## config.mk

```make
export PLATFORM = sky130hd
export DESIGN_NAME = esr_frame_serializer
export DESIGN_NICKNAME = d
export VERILOG_FILES = /design/src/rtl/esr_pkg.sv /design/src/rtl/esr_frame_pack.sv /design/src/rtl/esr_bit_counter.sv /design/src/rtl/esr_shifter.sv /design/src/rtl/esr_frame_serializer.sv
export SDC_FILE = /design/constraint.sdc
export NUM_CORES = 1
export LEC_CHECK = 0
export BUFFER_PORTS_ARGS = -buffer_cell sky130_fd_sc_hd__buf_2
export CORE_MARGIN = 2
export CORE_UTILIZATION = 61
export DETAILED_ROUTE_END_ITERATION = 12
export PLACE_DENSITY = 0.9
export SETUP_SLACK_MARGIN = 0.5
export SYNTH_ARGS = -nofsm -noshare
export SYNTH_HDL_FRONTEND = slang
export SYNTH_HIERARCHICAL = 1
export SYNTH_SLANG_ARGS = --single-unit
```

## constraint.sdc

```tcl
create_clock -name clk -period 3.5 [get_ports clk]
set_input_delay 0.7 -clock clk [delete_from_list [all_inputs] [get_ports clk]]
set_output_delay 0.7 -clock clk [all_outputs]
set_load 0.005 [all_outputs]
```

## src/rtl/esr_pkg.sv

```systemverilog
package esr_pkg;
  typedef enum logic {
    SER_IDLE = 1'b0,
    SER_SEND = 1'b1
  } ser_state_e;
endpackage

```

## src/rtl/esr_frame_pack.sv

```systemverilog
module esr_frame_pack #(
  parameter int NUM_CH  = 128,
  parameter int ADDR_W  = 8,
  parameter int START_W = 2,
  parameter int FRAME_W = START_W + 2 + ADDR_W + NUM_CH
) (
  input  logic              lat_err,
  input  logic              ovf_err,
  input  logic [ADDR_W-1:0] addr,
  input  logic [NUM_CH-1:0] hits,
  output logic [FRAME_W-1:0] frame
);
  localparam int LAT_POS = FRAME_W - START_W - 1;
  localparam int OVF_POS = LAT_POS - 1;

  // header bits, all ones, at the top of the frame
  genvar g;
  generate
    for (g = 0; g < START_W; g++) begin : g_start
      assign frame[FRAME_W-1-g] = 1'b1;
    end
  endgenerate

  assign frame[LAT_POS]                  = lat_err;
  assign frame[OVF_POS]                  = ovf_err;
  assign frame[OVF_POS-1 -: ADDR_W]      = addr;
  assign frame[NUM_CH-1:0]               = hits;
endmodule

```

## src/rtl/esr_bit_counter.sv

```systemverilog
module esr_bit_counter #(
  parameter int FRAME_W = 140,
  parameter int CNT_W   = $clog2(FRAME_W)
) (
  input  logic             clk,
  input  logic             rst_n,
  input  logic             clear,
  input  logic             adv,
  output logic [CNT_W-1:0] cnt,
  output logic             last
);
  logic [CNT_W-1:0] cnt_d;
  logic [CNT_W-1:0] cnt_q;

  always_comb begin
    cnt_d = cnt_q;
    if (clear)
      cnt_d = '0;
    else if (adv && !last)
      cnt_d = cnt_q + 1'b1;
  end

  always_ff @(posedge clk or negedge rst_n) begin
    if (!rst_n)
      cnt_q <= '0;
    else if (clear || adv)
      cnt_q <= cnt_d;
  end

  assign cnt  = cnt_q;
  assign last = (cnt_q == CNT_W'(FRAME_W - 1));


  cnt_range_chk: assert property (@(posedge clk) disable iff (!rst_n)
    cnt_q <= CNT_W'(FRAME_W - 1));
endmodule

```

## src/rtl/esr_shifter.sv

```systemverilog
module esr_shifter #(
  parameter int FRAME_W = 140
) (
  input  logic               clk,
  input  logic               rst_n,
  input  logic               load,
  input  logic               shift,
  input  logic [FRAME_W-1:0] din,
  output logic               msb
);
  logic [FRAME_W-1:0] sh_d;
  logic [FRAME_W-1:0] sh_q;

  always_comb begin
    sh_d = sh_q;
    if (load)
      sh_d = din;
    else if (shift)
      sh_d = {sh_q[FRAME_W-2:0], 1'b0};
  end

  always_ff @(posedge clk or negedge rst_n) begin
    if (!rst_n)
      sh_q <= '0;
    else if (load || shift)
      sh_q <= sh_d;
  end

  assign msb = sh_q[FRAME_W-1];
endmodule

```

## src/rtl/esr_frame_serializer.sv

```systemverilog
module esr_frame_serializer #(
  parameter int NUM_CH  = 128,
  parameter int ADDR_W  = 8,
  parameter int START_W = 2
) (
  input  logic              clk,
  input  logic              rst_n,
  input  logic              evt_valid,
  input  logic              evt_lat_err,
  input  logic              evt_ovf_err,
  input  logic [ADDR_W-1:0] evt_addr,
  input  logic [NUM_CH-1:0] evt_hits,
  output logic              evt_pop,
  output logic              ser_out
);
  import esr_pkg::*;

  localparam int FRAME_W = START_W + 2 + ADDR_W + NUM_CH;
  localparam int CNT_W   = $clog2(FRAME_W);
  localparam int GAP_W   = $clog2(FRAME_W + 2);

  ser_state_e         state_d, state_q;
  logic               take;
  logic               last_bit;
  logic [CNT_W-1:0]   bit_cnt;
  logic               sh_msb;
  logic [FRAME_W-1:0] frame;

  esr_frame_pack #(
    .NUM_CH (NUM_CH),
    .ADDR_W (ADDR_W),
    .START_W(START_W),
    .FRAME_W(FRAME_W)
  ) u_pack (
    .lat_err(evt_lat_err),
    .ovf_err(evt_ovf_err),
    .addr   (evt_addr),
    .hits   (evt_hits),
    .frame  (frame)
  );

  esr_bit_counter #(
    .FRAME_W(FRAME_W),
    .CNT_W  (CNT_W)
  ) u_cnt (
    .clk  (clk),
    .rst_n(rst_n),
    .clear(take),
    .adv  (state_q == SER_SEND),
    .cnt  (bit_cnt),
    .last (last_bit)
  );

  esr_shifter #(
    .FRAME_W(FRAME_W)
  ) u_sh (
    .clk  (clk),
    .rst_n(rst_n),
    .load (take),
    .shift((state_q == SER_SEND) && !take),
    .din  (frame),
    .msb  (sh_msb)
  );

  // pop window: idle, or last bit of the running frame
  assign take = evt_valid && ((state_q == SER_IDLE) || last_bit);

  always_comb begin
    state_d = state_q;
    case (state_q)
      SER_IDLE: if (take) state_d = SER_SEND;
      SER_SEND: if (last_bit && !take) state_d = SER_IDLE;
      default:  state_d = SER_IDLE;
    endcase
  end

  always_ff @(posedge clk or negedge rst_n) begin
    if (!rst_n)
      state_q <= SER_IDLE;
    else
      state_q <= state_d;
  end

  assign evt_pop = take;
  assign ser_out = (state_q == SER_SEND) && sh_msb;

  // cycles since the last pop, saturating; used only by the checks below
  logic [GAP_W-1:0] gap_q;
  always_ff @(posedge clk or negedge rst_n) begin
    if (!rst_n)
      gap_q <= GAP_W'(FRAME_W + 1);
    else if (evt_pop)
      gap_q <= GAP_W'(1);
    else if (gap_q <= GAP_W'(FRAME_W))
      gap_q <= gap_q + 1'b1;
  end


  idle_low_chk: assert property (@(posedge clk) disable iff (!rst_n)
    (gap_q > GAP_W'(FRAME_W)) |-> !ser_out);


  pop_window_chk: assert property (@(posedge clk) disable iff (!rst_n)
    evt_pop |-> (gap_q >= GAP_W'(FRAME_W)));


  pop_valid_chk: assert property (@(posedge clk) disable iff (!rst_n)
    evt_pop |-> evt_valid);


  hdr_start_chk: assert property (@(posedge clk) disable iff (!rst_n)
    (gap_q >= GAP_W'(1) && gap_q <= GAP_W'(START_W)) |-> ser_out);


  frame_run_chk: assert property (@(posedge clk) disable iff (!rst_n)
    (gap_q < GAP_W'(FRAME_W) && gap_q != '0) |-> !evt_pop);
endmodule

```

==> insert_results.sql, run 1 <==
INSERT INTO impl_metrics (metric_group, metric, value, unit) VALUES
('sta', 'max_freq', '351.0', 'MHz'),
('drt', 'drt.antenna.violating_nets', '0', ''),
('outcome', 'status', 'completed', ''),
('layout', 'final_cell_mix', '149 x sky130_fd_sc_hd__dfrtp_1, 143 x sky130_fd_sc_hd__nand2_1, 141 x sky130_fd_sc_hd__buf_2', ''),
('power_and_ir_drop', 'powerDensity', '430.9', 'nW/um^2'),
('sta', 'finalMaxSlewViolations', '0', ''),
('sta', 'fin_crit_sh', '81.41', '%'),
('synth', 'post_synth_main_area_contributors', 'sky130_fd_sc_hd__dfrtp_1 47%, sky130_fd_sc_hd__mux2i_1 18%, sky130_fd_sc_hd__buf_4 14%', ''),
('worst_setup_path', 'ff2ff_setup_slack', '1040', 'ps'),
('drt', 'drtIter0Drc', '339', ''),
('worst_setup_path', 'r2r.worst_path.cells', '7', ''),
('floorplan', 'fp-row-count', '41', ''),
('floorplan', 'core_region_area', '12720', 'sq um'),
('grt', 'grt_max_degree', '156', ''),
('grt', 'vias_in_the_first_global_route', '4929', ''),
('clock_tree', 'post_cts.repair.setup_buffers', '0', ''),
('worst_setup_path', 'setup.worst_path.start_class', 'flop', ''),
('clock_tree', 'cts-root-buf', 'sky130_fd_sc_hd__clkbuf_16', ''),
('worst_setup_path', 'timing.critical_path.slowest_stage_cell', 'sky130_fd_sc_hd__dfrtp_1', ''),
('placement', 'gp_routability_congestion', '0.7670', ''),
('clock_tree', 'clk_path_buf_depth', '2', ''),
('worst_setup_path', 'cp_slowest_stage_delay', '450', 'ps'),
('power_and_ir_drop', 'vdd_ir_drop_max', '0.3351', 'mV'),
('synth', 'synth_sequential_area_ratio', '46.60', '%'),
('drt', 'drc', '0', ''),
('drt', 'wl', '13030', 'um'),
('worst_setup_path', 'worstSetupEndpointType', 'output port', ''),
('worst_setup_path', 'worst_ep_required_time', '2800', 'ps'),
('synth', 'synth.lib_cells_used.distinct', '28', ''),
('sta', 'grt_setup_unrepaired', 'false', ''),
('drt', 'routed-via-count', '5012', ''),
('placement', 'detailedPlace.worstSlack', '1036', 'ps'),
('power_and_ir_drop', 'finalPower', '3560', 'uW'),
('sta', 'least_margin_pin_slew', '598.6', 'ps'),
('synth', 'synth.cell_area', '8001', 'sq um'),
('grt', 'wire_length_of_the_first_global_routing_pass', '22400', 'um'),
('grt', 'gr-usage-all-layers', '19.80', '%'),
('floorplan', 'initial_core_util', '62.89', '%'),
('sta', 'final_hold_fails', '0', ''),
('placement', 'hpwl_reported_at_the_end_of_detailed_placement', '8639', 'um'),
('clock_tree', 'number_of_buffers_inserted_by_hold_repair_at_cts', '0', ''),
('worst_setup_path', 'regToRegEndpoint', 'u_sh/sh_q[0]', ''),
('worst_setup_path', 'timing.critical_path.fanout_max', '26', ''),
('floorplan', 'die-width', '118.5', 'um'),
('sta', 'slew_headroom', '60.09', '%'),
('clock_tree', 'clkSlewWorstSetupHoldPaths', '60', 'ps'),
('layout', 'mostFrequentLayoutCell', 'sky130_fd_sc_hd__dfrtp_1', ''),
('clock_tree', 'clock-sinks', '149', ''),
('job', 'drv.max_cap_violation_count', '0', ''),
('synth', 'postSynthCellCount', '799', ''),
('floorplan', 'fp.dieArea', '14050', 'sq um'),
('synth', 'yosys_top_cell_area_share', '46.60', '%'),
('synth', 'synth.ff_latch_count', '149', ''),
('layout', 'design.final.nets', '921', ''),
('worst_setup_path', 'timing.critical_path.arrival', '2150', 'ps'),
('layout', 'area_growth', '3.252', '%'),
('grt', 'antenna_violations_before_repair', '0', ''),
('synth', 'synth_warnings', '6', ''),
('floorplan', 'design.portCount', '143', ''),
('sta', 'finalSetupViolCount', '0', ''),
('sta', 'tns', '0', 'ps'),
('sta', 'fin_ws', '650.7', 'ps'),
('layout', 'antennaDiodeCount', '0', ''),
('hold_path', 'hp-class', 'primary input to async pin', ''),
('worst_setup_path', 'criticalPathCategory', 'flop to output port', ''),
('power_and_ir_drop', 'cellLeakagePower', '0.004795', 'uW'),
('clock_tree', 'tritoncts.num_buffers', '17', ''),
('clock_tree', 'cts_tree', 'built', ''),
('clock_tree', 'cts_resized', '0', ''),
('clock_tree', 'total_number_of_h_tree_levels', '4', ''),
('clock_tree', 'clock_latency', '420', 'ps');
## final cells by class
cell class,count,area [sq um]
fillers,1032,4461
flip-flops and latches,149,3729
inverters,2,7.507
clock buffers,23,498.0
multi-input cells,460,2918
well taps,172,215.2
repair buffers,149,819.5
clock inverters,9,75.07
## layer usage
metal  wire (um)  part of all wire, %  vias to the layer above  global-route usage (%)
li1            -                    -                     2512                       -
met1        5979                   46                     2377                   25.98
met2        6397                   49                      112                   31.86
met3         514                  3.9                       11                   5.309
met4         135                  1.0                        0                   6.845
met5           0                    0                        -                       0
## worst max path at each step
stage / start / end / slack (ps) / cells past startpoint
floorplan: u_cnt/cnt[4] / u_sh/sh_q[100] / 1470 / 8
global placement: u_cnt/cnt[4] / u_cnt/cnt[0] / 1130 / 7
detailed placement: u_cnt/cnt[4] / u_sh/sh_q[0] / 1040 / 7
CTS: u_cnt/cnt[4] / evt_pop / 620 / 5
global route: u_cnt/cnt[4] / evt_pop / 520 / 5
finish: u_cnt/cnt[4] / evt_pop / 650 / 5
## stage by stage
step / instances / cell area, sq um / hold WS, ps / utilization (%)
6_report: 964 / 8262 / 267.2 / 64.94
3_5_place_dp: 932 / 7689 / 539.8 / 60.43
5_1_grt: 964 / 8262 / 302.3 / 64.94
2_1_floorplan: 800 / 8005 / 404.4 / -
3_3_place_gp: 932 / 7689 / 529.7 / 60.43
4_1_cts: 964 / 8262 / 273.7 / 64.94
## cell usage after synthesis, drive strengths merged
master	count
a21boi	1
a21oi	4
a311o	1
a41oi	1
and2	2
and4	1
buf	176
clkbuf	13
conb	1
dfrtp	149
ha	1
inv	2
mux2	1
mux2i	140
nand2	143
nand2b	5
nand3	2
nand4	3
nor2	3
nor2b	1
nor4b	1
o21ai	143
or3	3
xor2	2
## sequential cells by signal, summed over array words and instances (netlist names)
name,count
u_sh/sh_q,140
u_cnt/cnt,8
state_q,1
## critical path: cells and delay by family, from the launching register on
kind,cells,cell delay (ps)
buf+inv,1,170
flops,1,450
simple gates,4,1110
## cells by family after synthesis
| logic type | count (synthesis) | share of synthesized area, % |
|---|---|---|
| XOR/XNOR | 2 | 0.2190 |
| multiplexers | 141 | 17.70 |
| adder cells (fa/ha/maj) | 1 | 0.1563 |
| AND/OR/NAND/NOR | 164 | 8.491 |
| other | 1 | 0.04687 |
| flip-flops | 149 | 46.60 |
| AO/OA/AOI/OAI | 150 | 9.633 |
| buffers and inverters | 191 | 17.15 |
## report_power, final
group / switching (uW) / internal [uW]
clock: 659 / 1060
combinational: 56.5 / 56.8
sequential: 0 / 1720
total: 716 / 2840
No activity file was read; power rests on OpenSTA's default activity.
==> run 2, diff against run 1 <==
--- a/config.mk
+++ b/config.mk
@@ -7,9 +7,9 @@
 export LEC_CHECK = 0
 export BUFFER_PORTS_ARGS = -buffer_cell sky130_fd_sc_hd__buf_2
 export CORE_MARGIN = 2
-export CORE_UTILIZATION = 61
+export CORE_UTILIZATION = 57
 export DETAILED_ROUTE_END_ITERATION = 12
-export PLACE_DENSITY = 0.9
+export PLACE_DENSITY = 0.85
 export SETUP_SLACK_MARGIN = 0.5
 export SYNTH_ARGS = -nofsm -noshare
 export SYNTH_HDL_FRONTEND = slang
==> constraint.sdc (replaced) <==
create_clock -name clk -period 2.78 [get_ports clk]
set_input_delay 0.556 -clock clk [delete_from_list [all_inputs] [get_ports clk]]
set_output_delay 0.556 -clock clk [all_outputs]
set_load 0.005 [all_outputs]
==> run 2 against run 1 <==
  * Non-clock buffer count rose by 14
  * Largest cell class unchanged
  * First-iteration DRC count fell by 7.7%
  * Critical endpoint unchanged
  * Via count rose by 1.8%
  * Clock-buffer cell count fell by 2
==> insert_results.sql, run 2 (synthesis results as in run 1) <==
INSERT INTO impl_metrics (metric_group, metric, value, unit) VALUES
('worst_setup_path', 'cp_top_family', 'simple AND/OR/NAND/NOR gates', ''),
('grt', 'grt_max_degree', '82', ''),
('drt', 'drt.antenna.violating_nets', '0', ''),
('worst_setup_path', 'timing.critical_path.slowest_stage_cell', 'sky130_fd_sc_hd__dfrtp_1', ''),
('floorplan', 'floorplan.die.height', '122.5', 'um'),
('sta', 'finalSetupViolCount', '0', ''),
('clock_tree', 'clkSlewWorstSetupHoldPaths', '60', 'ps'),
('placement', 'portBuffers', '142', ''),
('worst_setup_path', 'cp_slowest_stage_delay', '410', 'ps'),
('drt', 'drtIter0Drc', '313', ''),
('floorplan', 'initial_core_util', '58.09', '%'),
('worst_setup_path', 'critical_path.endpoint', 'evt_pop', ''),
('sta', 'fin_hold_ws', '102.2', 'ps'),
('power_and_ir_drop', 'cellLeakagePower', '0.004890', 'uW'),
('grt', 'overflow', '0', ''),
('grt', 'vias_in_the_first_global_route', '4815', ''),
('clock_tree', 'clock_latency', '420', 'ps'),
('worst_setup_path', 'criticalPathCategory', 'flop to output port', ''),
('grt', 'antenna_violations_before_repair', '0', ''),
('drt', 'wl', '13790', 'um'),
('sta', 'final_hold_fails', '0', ''),
('power_and_ir_drop', 'powerDensity', '537.0', 'nW/um^2'),
('placement', 'hpwl_reported_at_the_end_of_detailed_placement', '8989', 'um'),
('worst_setup_path', 'setup.worst_path.start_class', 'flop', ''),
('drt', 'drc', '0', ''),
('clock_tree', 'total_number_of_h_tree_levels', '4', ''),
('worst_setup_path', 'startpoint', 'u_cnt/cnt[6]', ''),
('worst_setup_path', 'worstSetupEndpointType', 'output port', ''),
('sta', 'grt_setup_unrepaired', 'true', ''),
('drt', 'routed_wire_length_per_instance', '13.97', 'um'),
('sta', 'period_minus_slack', '2316', 'ps'),
('worst_setup_path', 'crit_cells', '5', ''),
('clock_tree', 'tritoncts.num_buffers', '17', ''),
('placement', 'placed_cells', '945', ''),
('layout', 'mostFrequentLayoutCell', 'sky130_fd_sc_hd__dfrtp_1', ''),
('clock_tree', 'number_of_buffers_inserted_by_hold_repair_at_cts', '0', ''),
('layout', 'finish.cell_count_without_fillers', '987', ''),
('layout', 'design.final.nets', '936', ''),
('clock_tree', 'clock-sinks', '149', ''),
('layout', 'max_flop_register', 'u_sh/sh_q', ''),
('power_and_ir_drop', 'finalPower', '4567', 'uW'),
('worst_setup_path', 'cp_cell_sequence', 'nor4b_4 > and4_4 > nand2b_4 > and2_4 > buf_6', ''),
('floorplan', 'fp-row-count', '43', ''),
('job', 'drv.max_cap_violation_count', '0', ''),
('layout', 'fraction_of_layout_cells_with_a_size_suffix_above_1', '25.28', '%'),
('worst_setup_path', 'regToRegEndpoint', 'u_sh/sh_q[51]', ''),
('layout', 'largest_register_ffs', '140', ''),
('clock_tree', 'cts-root-buf', 'sky130_fd_sc_hd__clkbuf_16', ''),
('floorplan', 'fp.dieArea', '15000', 'sq um'),
('worst_setup_path', 'cp_num_buf_inv', '1', ''),
('worst_setup_path', 'timing.critical_path.arrival', '1760', 'ps'),
('hold_path', 'hp-class', 'primary input to async pin', ''),
('sta', 'least_margin_pin_slew', '554.6', 'ps'),
('outcome', 'status', 'completed', ''),
('sta', 'max_freq', '431.8', 'MHz'),
('worst_setup_path', 'worst_ep_required_time', '2220', 'ps'),
('sta', 'fin_crit_sh', '83.30', '%'),
('worst_setup_path', 'timing.critical_path.fanout_max', '3', ''),
('drt', 'via_per_inst', '5.170', ''),
('clock_tree', 'cts_tree', 'built', ''),
('sta', 'tns', '0', 'ps'),
('floorplan', 'core_region_area', '13770', 'sq um'),
('layout', 'final_cell_mix', '148 x sky130_fd_sc_hd__dfrtp_1, 143 x sky130_fd_sc_hd__nand2_1, 140 x sky130_fd_sc_hd__buf_2, 140 x sky130_fd_sc_hd__mux2i_1, 99 x sky130_fd_sc_hd__o21ai_1', ''),
('layout', 'antennaDiodeCount', '0', ''),
('sta', 'timing.clock.skew', '6.697', 'ps'),
('sta', 'slew_headroom', '63.02', '%'),
('sta', 'finalMaxSlewViolations', '0', ''),
('worst_setup_path', 'r2r.worst_path.cells', '9', ''),
('floorplan', 'die-width', '122.5', 'um'),
('drt', 'drt_pre_antenna_iters', '5', ''),
('worst_setup_path', 'ff2ff_setup_slack', '570', 'ps'),
('power_and_ir_drop', 'vdd_ir_drop_max', '0.3731', 'mV'),
('worst_setup_path', 'timing.rr.start', 'u_cnt/cnt[6]', ''),
('placement', 'gp_routability_congestion', '0.7637', ''),
('floorplan', 'design.portCount', '143', ''),
('grt', 'gr-usage-all-layers', '19.03', '%'),
('clock_tree', 'clk_path_buf_depth', '2', ''),
('grt', 'wire_length_of_the_first_global_routing_pass', '22380', 'um'),
('layout', 'area_growth', '6.286', '%'),
('drt', 'routed-via-count', '5103', '');
## run 2: cell count changes in the layout (fill, tap and decap cells not counted), moves of 2 or more
cell | previous run | this run
sky130_fd_sc_hd__clkinv_2 | 6 | 2
sky130_fd_sc_hd__clkinvlp_4 | 2 | 4
sky130_fd_sc_hd__clkinv_4 | 0 | 2
sky130_fd_sc_hd__buf_4 | 3 | 10
sky130_fd_sc_hd__clkbuf_8 | 5 | 2
sky130_fd_sc_hd__buf_12 | 4 | 9
## run 2: per-stage QoR
stage	util (%)	setup slack, ps	instance area [sq um]
4_1_cts	61.42	450.3	8459
2_1_floorplan	-	746.6	8005
5_1_grt	61.75	400.7	8504
3_5_place_dp	56.71	436.9	7811
6_report	61.75	464.2	8504
3_3_place_gp	56.71	478.2	7811
## run 2: cell type report
cell class | count | area (sq um)
Clock inverter | 11 | 126.4
Timing Repair Buffer | 163 | 1018
Clock buffer | 21 | 460.4
Tap cell | 180 | 225.2
Multi-Input combinational cell | 461 | 2937
Fill cell | 1108 | 5269
Sequential cell | 149 | 3730
Inverter | 2 | 7.507
## run 2: power by group
group	switching, uW	internal (uW)
registers	0	2170
clock network	882	1370
logic	73.6	72.8
## run 2: worst min path at each step
| stage | start | end | depth (start not counted) |
|---|---|---|---|
| after floorplan | rst_n | state_q | 0 |
| after global placement | u_sh/sh_q[58] | u_sh/sh_q[59] | 2 |
| after detailed placement | u_sh/sh_q[99] | u_sh/sh_q[99] | 2 |
| after CTS | rst_n | u_sh/sh_q[14] | 1 |
| after global routing | rst_n | u_sh/sh_q[17] | 1 |
| final | rst_n | u_sh/sh_q[14] | 1 |
## run 2: what timing repair did
action | CTS | global route
endpoints found under the setup margin | 48 | 81
cloned | 1 | 1
buffers inserted | 5 | 3
pin swaps | 3 | 2
gates resized for setup | 4 | 5
## run 2: layer usage
| layer | routed length (um) | global-route usage (%) | up-vias | share of wire [%] |
|---|---|---|---|---|
| met1 | 6205 | 25.31 | 2431 | 45 |
| li1 | - | - | 2543 | - |
| met2 | 6779 | 30.03 | 109 | 49 |
| met3 | 594 | 4.693 | 20 | 4.3 |
| met5 | 0 | 0 | - | 0 |
| met4 | 212 | 7.615 | 0 | 1.5 |
